`config.mk`:
```
export PLATFORM = sky130hd
export DESIGN_NAME = ledramp_ctrl
export DESIGN_NICKNAME = d
export VERILOG_FILES = /design/src/rtl/ledramp_pkg.sv /design/src/rtl/ledramp_prescale.sv /design/src/rtl/ledramp_interval.sv /design/src/rtl/ledramp_ctrl.sv
export SDC_FILE = /design/constraint.sdc
export NUM_CORES = 1
export LEC_CHECK = 0
export ABC_AREA = 1
export BUFFER_PORTS_ARGS = -buffer_cell sky130_fd_sc_hd__buf_4
export CORE_MARGIN = 4
export CORE_UTILIZATION = 60
export CTS_BUF_LIST = sky130_fd_sc_hd__clkbuf_2 sky130_fd_sc_hd__clkbuf_4 sky130_fd_sc_hd__clkbuf_8
export DETAILED_ROUTE_END_ITERATION = 12
export PLACE_DENSITY = 0.83
export SETUP_SLACK_MARGIN = 0.1
export SYNTH_ARGS = -nofsm -noshare
export SYNTH_HDL_FRONTEND = slang
export SYNTH_HIERARCHICAL = 1
export SYNTH_SLANG_ARGS = --single-unit
```
`constraint.sdc`:
```
create_clock -name clk -period 2.95 [get_ports clk]
set_input_delay 0.59 -clock clk [delete_from_list [all_inputs] [get_ports clk]]
set_output_delay 0.59 -clock clk [all_outputs]
set_load 0.005 [all_outputs]
```
`src/rtl/ledramp_pkg.sv`:
```
package ledramp_pkg;

    typedef enum logic [1:0] {
        RS_OFF  = 2'd0,
        RS_UP   = 2'd1,
        RS_DOWN = 2'd2,
        RS_HOLD = 2'd3
    } ramp_state_e;

endpackage

```
`src/rtl/ledramp_prescale.sv`:
```
module ledramp_prescale #(
    parameter int PRESCALE = 4
) (
    input  logic clk,
    input  logic rst_n,
    input  logic run,
    output logic tick
);
    localparam int PW = (PRESCALE > 1) ? $clog2(PRESCALE) : 1;
    localparam logic [PW-1:0] LAST = PW'(PRESCALE - 1);

    logic [PW-1:0] pre_q;

    // Counter is cleared while the driver is off so the step grid starts at activation.
    always_ff @(posedge clk or negedge rst_n) begin
        if (!rst_n) begin
            pre_q <= '0;
        end else if (!run) begin
            pre_q <= '0;
        end else if (pre_q == LAST) begin
            pre_q <= '0;
        end else begin
            pre_q <= pre_q + PW'(1);
        end
    end

    assign tick = run && (pre_q == LAST);
endmodule

```
`src/rtl/ledramp_interval.sv`:
```
module ledramp_interval #(
    parameter int RATE_W = 2
) (
    input  logic              clk,
    input  logic              rst_n,
    input  logic              run,
    input  logic              tick,
    input  logic [RATE_W-1:0] rate_sel,
    output logic              step
);
    localparam int MAX_IVL = 1 << ((1 << RATE_W) - 1);
    localparam int IW      = (MAX_IVL > 1) ? $clog2(MAX_IVL) : 1;

    logic [IW:0]   ivl;
    logic [IW-1:0] ivl_m1;
    logic [IW-1:0] cnt_q;

    always_comb begin
        ivl    = (IW + 1)'(1) << rate_sel;
        ivl_m1 = IW'(ivl - (IW + 1)'(1));
    end

    assign step = tick && (cnt_q >= ivl_m1);

    always_ff @(posedge clk or negedge rst_n) begin
        if (!rst_n) begin
            cnt_q <= '0;
        end else if (!run) begin
            cnt_q <= '0;
        end else if (step) begin
            cnt_q <= '0;
        end else if (tick) begin
            cnt_q <= cnt_q + IW'(1);
        end
    end
endmodule

```
`src/rtl/ledramp_ctrl.sv`:
```
module ledramp_ctrl
    import ledramp_pkg::*;
#(
    parameter int CODE_W   = 6,
    parameter int RATE_W   = 2,
    parameter int PRESCALE = 4
) (
    input  logic              clk,
    input  logic              rst_n,
    input  logic              wr_en,
    input  logic [CODE_W-1:0] wr_code,
    input  logic [RATE_W-1:0] rate_sel,
    output logic [CODE_W-1:0] dac_code,
    output logic              boost_en,
    output logic              shutdown
);
    ramp_state_e       state_q, state_n;
    logic [CODE_W-1:0] code_q, code_n;
    logic [CODE_W-1:0] target_q, tgt_n;
    logic              run, tick, step;

    assign run = (state_q != RS_OFF);

    ledramp_prescale #(.PRESCALE(PRESCALE)) u_pre (
        .clk  (clk),
        .rst_n(rst_n),
        .run  (run),
        .tick (tick)
    );

    ledramp_interval #(.RATE_W(RATE_W)) u_ivl (
        .clk     (clk),
        .rst_n   (rst_n),
        .run     (run),
        .tick    (tick),
        .rate_sel(rate_sel),
        .step    (step)
    );

    // Next target, next code and next state.
    always_comb begin
        tgt_n   = wr_en ? wr_code : target_q;
        code_n  = code_q;
        state_n = state_q;
        unique case (state_q)
            RS_OFF: begin
                if (wr_en && (wr_code != '0)) state_n = RS_UP;
            end
            RS_UP, RS_DOWN, RS_HOLD: begin
                if (step) begin
                    if (code_q < tgt_n)      code_n = code_q + CODE_W'(1);
                    else if (code_q > tgt_n) code_n = code_q - CODE_W'(1);
                end
                if (code_n == tgt_n)     state_n = (tgt_n == '0) ? RS_OFF : RS_HOLD;
                else if (code_n < tgt_n) state_n = RS_UP;
                else                     state_n = RS_DOWN;
            end
            default: state_n = RS_OFF;
        endcase
    end

    // State register.
    always_ff @(posedge clk or negedge rst_n) begin
        if (!rst_n) begin
            state_q  <= RS_OFF;
            code_q   <= '0;
            target_q <= '0;
        end else begin
            state_q  <= state_n;
            code_q   <= code_n;
            target_q <= tgt_n;
        end
    end

    // Outputs.
    always_comb begin
        dac_code = code_q;
        boost_en = (state_q != RS_OFF);
        shutdown = (state_q == RS_OFF);
    end
endmodule

```
# After elaboration in Yosys (flattened, before gate mapping)
# Cells that the tools add are included.
# totals
regBits	19
latch_bits	0
mem_bits_rw	0
romBits	0
in_bits	11
out_inout_bits	8
mem_count	0
# op_classes
add_sub_neg	5
mul	0
n_div	0
n_lt_le_gt_ge	4
eq_ne	7
n_shift	1
mux	15
bitwise_logic	0
reduce_logical	8
# ops
op	count
$mux W6	5
$lt A6 B6 Y1	2
$mux W2	6
$mux W3	3
$add A6 B1 Y6 const B	1
$eq A2 B2 Y1 const B	3
$eq A6 B6 Y1	1
$gt A6 B6 Y1	1
$logic_not A6 Y1	1
$reduce_bool A6 Y1	1
$sub A6 B1 Y6 const B	1
$pmux W2 S2	1
$add A3 B1 Y3 const B	1
$ge A3 B3 Y1	1
$logic_and A1 B1 Y1	3
$ne A3 B3 Y1 const B	1
$reduce_or A3 Y1	1
$shl A1 B2 Y3 const A	1
$sub A3 B1 Y3 const B	1
$add A2 B1 Y2 const B	1
$eq A2 B1 Y1 const B	1
$logic_not A2 Y1	1
$ne A2 B1 Y1 const B	1
$reduce_bool A2 Y1	1

# Logic depth before layout (Yosys ltp)
# logic_depth
word_depth	10
depth_mapped	23
mapped_depth_nobuf	22

# Hierarchy
# Netlist, hierarchy kept.
# by_module_without_submodules
module	n_inst	cells_each	area_per_inst_um2	seq_area_each_um2
ledramp_ctrl	1	184	1257.5	350.3
ledramp_interval	1	36	249.0	75.1
ledramp_prescale	1	10	88.8	50.0

# Worst setup path after synthesis
# OpenSTA, ideal clock, no wires.
# synth_timing
path_kind	in2reg
start	input port wr_en
end	register state_q[0]
setup_ns	0.119
arrival_time_ns	2.743
slack_ns	0.088
stages	23
n_path_buf	1
path_cell_list	buf_4 > inv_2 > nand2_1 > nand2_1 > inv_1 > ha_1 > nand2_2 > nor2_4 > nand3_2 > nand2_1 > nand2_1 > nand3_1 > nand2_1 > nand2_1 > inv_1 > ha_1 > nand2_1 > inv_1 > nand4_1 > nand3_1 > nand2_1 > a21oi_1 > nor2_1
# synth_between
elab_chain_len	10
word_cells_on_any_way	16
cone_classes	order compare: 3; eq/ne: 2; mux: 9; reduce/logical: 2
# synth_lines
element	line_no	text
start, declared	ledramp_ctrl.sv:10	input logic wr_en,
$mux W6 (*)	ledramp_ctrl.sv:42	tgt_n = wr_en ? wr_code : target_q;
via tgt_n[5]	ledramp_ctrl.sv:19	logic [CODE_W-1:0] target_q, tgt_n;
$gt A6 B6 Y1	ledramp_ctrl.sv:52	else if (code_q > tgt_n) code_n = code_q - CODE_W'(1);
$mux W6	ledramp_ctrl.sv:52	
$mux W6	ledramp_ctrl.sv:51	if (code_q < tgt_n) code_n = code_q + CODE_W'(1);
$mux W6	ledramp_ctrl.sv:50	if (step) begin
$mux W6	ledramp_ctrl.sv:45	unique case (state_q)
$lt A6 B6 Y1	ledramp_ctrl.sv:55	else if (code_n < tgt_n) state_n = RS_UP;
$mux W2	ledramp_ctrl.sv:55	
$mux W2 (*)	ledramp_ctrl.sv:54	if (code_n == tgt_n) state_n = (tgt_n == '0) ? RS_OFF : RS_HOLD;
$pmux W2 S2 (*)	ledramp_ctrl.sv:45	
end signal, assigned	ledramp_ctrl.sv:69	state_q <= state_n;
end, declared	ledramp_ctrl.sv:17	ramp_state_e state_q, state_n;
# Mark *: on every way through the listed nets, which the timed path passes. The rest lies on a longest branch. The select of a mux whose other input is x is not followed.
# A chain may end at the register's enable or synchronous reset.

# Worst setup path after layout
# Ends and elaborated chain as after synthesis.

==> flow_metrics.env <==
export IMPL_stdcell_count=309
export IMPL_critPathMaxStageDelay_ps=280
export IMPL_p_comb_frac=0.660
export IMPL_io_buffers=18
export IMPL_regToRegSetupSlack_ps=270
export IMPL_numCtsBuffers=3
export IMPL_hold_path_class="in2async"
export IMPL_cts_sinks=19
export IMPL_seq_power_share=0.251
export IMPL_h_tree_depth=1
export IMPL_antenna_left=0
export IMPL_path_common_cell="nand2_1"
export IMPL_cts_path_max_buffers=2
export IMPL_hold_violations=0
export IMPL_wirelength_um=3837
export IMPL_cp_required_ps=3150
export IMPL_drive_gt1_frac=0.3154
export IMPL_ys_warn_count=6
export IMPL_fin_skew_ps=2.506
export IMPL_grt_pass1_vias=1482
export IMPL_ys_ff_latch=19
export IMPL_drt_iter0_markers=59
export IMPL_slowest_stage="ha_1"
export IMPL_drc=0
export IMPL_internal_power_uw=862.9
export IMPL_clock_latency_ps=310
export IMPL_ioPinCount=19
export IMPL_die_x_um=59.57
export IMPL_worstSetupPathType="in2reg"
export IMPL_clk_pin_slew_ps=100
export IMPL_ir_drop_mv=0.5659
export IMPL_hpwl_um=2908
export IMPL_status="completed"
export IMPL_cts_root_buffer_cell="clkbuf_4"
export IMPL_path_cells="buf_4 > inv_4 > nand2_1 > nand2_2 > inv_2 > ha_1 > nand2_2 > nor2_4 > nand2_4 > nand3_4 > nand2_1 > nand3_1 > nand2_1 > nand2_1 > inv_1 > ha_1 > nand2_1 > inv_1 > nand4_1 > nand3_1 > nand2_2 > a21oi_2 > nor2_1"
export IMPL_post_place_ws_ps=-173.2
export IMPL_start_kind="input pin"
export IMPL_syn_to_final_growth_pct=30.43
export IMPL_post_place_cells=303
export IMPL_synth_area_sq_mm=0.001595
export IMPL_grt_max_degree=20
export IMPL_worst_slack_ps=173.3
export IMPL_p_leak_nw=1.229
export IMPL_drv_slew=0
export IMPL_min_period_ps=2777
export IMPL_die_area_sq_mm=0.003548
export IMPL_cp_max_fo=10
export IMPL_fmax_ghz=0.3601
export IMPL_synthCells=230
export IMPL_power_density_mw_per_mm2=782.8
export IMPL_synth_distinct_cells=28
export IMPL_p_clk_frac=0.089
export IMPL_grt_usage=0.2372
export IMPL_num_antenna_cells=0
export IMPL_nNetsFinal=310
export IMPL_via_count=1576
export IMPL_grt_remaining_overflow=0
export IMPL_globalplace_congestion=0.9292
export IMPL_drv_cap=0
export IMPL_rr_worst_depth=19
export IMPL_end_kind="register"
export IMPL_post_drt_wl_per_cell_um=12.42
export IMPL_p_sw_frac=0.4702
export IMPL_tns_ps=0
export IMPL_coreArea_sq_mm=0.002500
export IMPL_avgSynthCellArea_sq_um=6.936
export IMPL_grt_setup_unrepaired="false"
export IMPL_first_pass_iters=4
export IMPL_initial_core_util=0.6381
export IMPL_p_sw_uw=766.0
export IMPL_grt_pass1_wl_um=6320
export IMPL_finalCritPeriodShare=0.9413
export IMPL_fin_area_sq_mm=0.002081
export IMPL_setup_violations=0
export IMPL_die_h_um=59.57
export IMPL_tightestPinTransition_ps=247.8
export IMPL_synthesis_nets=260
export IMPL_r2r_end="state_q[0]$_DFFE_PN0P_"
export IMPL_ys_seq_area_frac=0.2980
export IMPL_detail_route_vias_per_cell=5.100
export IMPL_tritoncts="built"
export IMPL_rows=18
export IMPL_relSlewSlack=0.8348
export IMPL_reg2reg_from="target_q[1]$_DFF_PN0_"
export IMPL_crit_arrival_ps=2980
export IMPL_placed_cell_area_sq_mm=0.001966
export IMPL_grt_antenna_before_repair=0
how the worst max path moves through the flow:
stage | start | endpoint | slack (ps) | depth (start not counted)
2_1_floorplan | wr_en | state_q[0]$_DFFE_PN0P_ | 100 | 22
3_3_place_gp | wr_en | state_q[0]$_DFFE_PN0P_ | -90 | 22
4_1_cts | rate_sel[0] | state_q[0]$_DFFE_PN0P_ | 140 | 20
6_report | wr_en | state_q[0]$_DFFE_PN0P_ | 170 | 23
3_5_place_dp | rate_sel[0] | state_q[0]$_DFFE_PN0P_ | -170 | 20
5_1_grt | wr_en | state_q[0]$_DFFE_PN0P_ | 70 | 23
cells in the mapped netlist:
cell | count | share of area
dfrtp_1 | 19 | 0.30
inv_6 | 1 | 0.0055
nand3_2 | 1 | 0.0063
nor2_4 | 1 | 0.0071
nand3_1 | 19 | 0.060
nor2_1 | 12 | 0.028
nor4_1 | 1 | 0.0039
buf_2 | 1 | 0.0031
xor2_1 | 1 | 0.0055
a21oi_1 | 5 | 0.016
or2_2 | 1 | 0.0039
a21boi_1 | 1 | 0.0047
nor2_2 | 1 | 0.0039
buf_4 | 2 | 0.0094
nand4_1 | 8 | 0.031
o211ai_1 | 1 | 0.0047
nand2_1 | 76 | 0.18
nand3_4 | 1 | 0.011
ha_1 | 19 | 0.15
o21a_1 | 3 | 0.014
clkinv_2 | 1 | 0.0031
nand2_4 | 1 | 0.0071
inv_2 | 4 | 0.0094
inv_1 | 40 | 0.094
nor3b_1 | 1 | 0.0047
nand2_2 | 6 | 0.024
nor3_1 | 1 | 0.0031
a21oi_2 | 2 | 0.011
through the flow:
| step | hold WS (ps) | power, mW | utilization |
|---|---|---|---|
| after floorplan | 294.4 | 1.041 | - |
| after global placement | 417.9 | 1.373 | 0.7863 |
| after detailed placement | 435.8 | 1.401 | 0.7863 |
| after CTS | 131.3 | 1.557 | 0.7983 |
| after global routing | 117.8 | 1.791 | 0.8323 |
| final | 133.0 | 1.629 | 0.8323 |
routing by layer:
metal,part of all wire,global-route usage,vias up
met5,0,0,-
met4,0.014,0.06329,0
li1,-,-,816
met1,0.44,0.2936,723
met3,0.044,0.05447,8
met2,0.50,0.4119,29
worst max-delay path, delay by kind of cell:
kind | cells | cell delay [ps]
AOI/OAI and AO/OA | 1 | 110
buffers and inverters | 5 | 390
adders and majority gates | 2 | 540
and+or+nand+nor | 15 | 1350
power by group through the flow:
stage | combinational [mW] | clock (mW) | sequential [mW]
2_1_floorplan | 0.637 | 0 | 0.404
4_1_cts | 1.01 | 0.149 | 0.403
5_1_grt | 1.21 | 0.164 | 0.421
6_report | 1.08 | 0.144 | 0.409
3_5_place_dp | 0.994 | 0 | 0.407
3_3_place_gp | 0.969 | 0 | 0.404
area by class of cell:
type	count	area, sq um
Inverter	46	181.4
Clock buffer	4	30.03
Multi-Input combinational cell	162	996.0
Tap cell	30	37.54
Timing Repair Buffer	48	360.3
Fill cell	162	419.2
Sequential cell	19	475.5
kinds of logic after synthesis:
group           after synthesis  share of synthesized area
flops                        19                     0.2980
simple gates                130                     0.3726
xor+xnor                      1                   0.005491
fa+ha+maj                    19                     0.1490
compound gates               12                    0.05020
buf+inv                      49                     0.1247
cell usage in the layout, fill, tap and decap left out, drive strengths merged:
cell,Yosys,final
o21a,3,3
nand4,8,8
nand2,83,83
a21boi,1,1
clkinv,1,1
clkbuf,0,4
xor2,1,1
or2,1,1
o211ai,1,1
inv,45,45
nor2,14,14
nor4,1,1
nor3,1,1
nor3b,1,1
ha,19,19
nand3,21,21
a21oi,7,7
buf,3,48
dfrtp,19,19
flip-flops by register name, indices dropped and copies added (netlist names):
name	flops
dac_code	6
state_q	2
u_pre/pre_q	2
u_ivl/cnt_q	3
target_q	6
what timing repair did:
item,in CTS,in global routing
buffers inserted,0,2
setup endpoints to repair,0,2
hold buffers,0,0
gates resized for setup,0,18
Note: power is estimated with default switching activity, not from simulation.
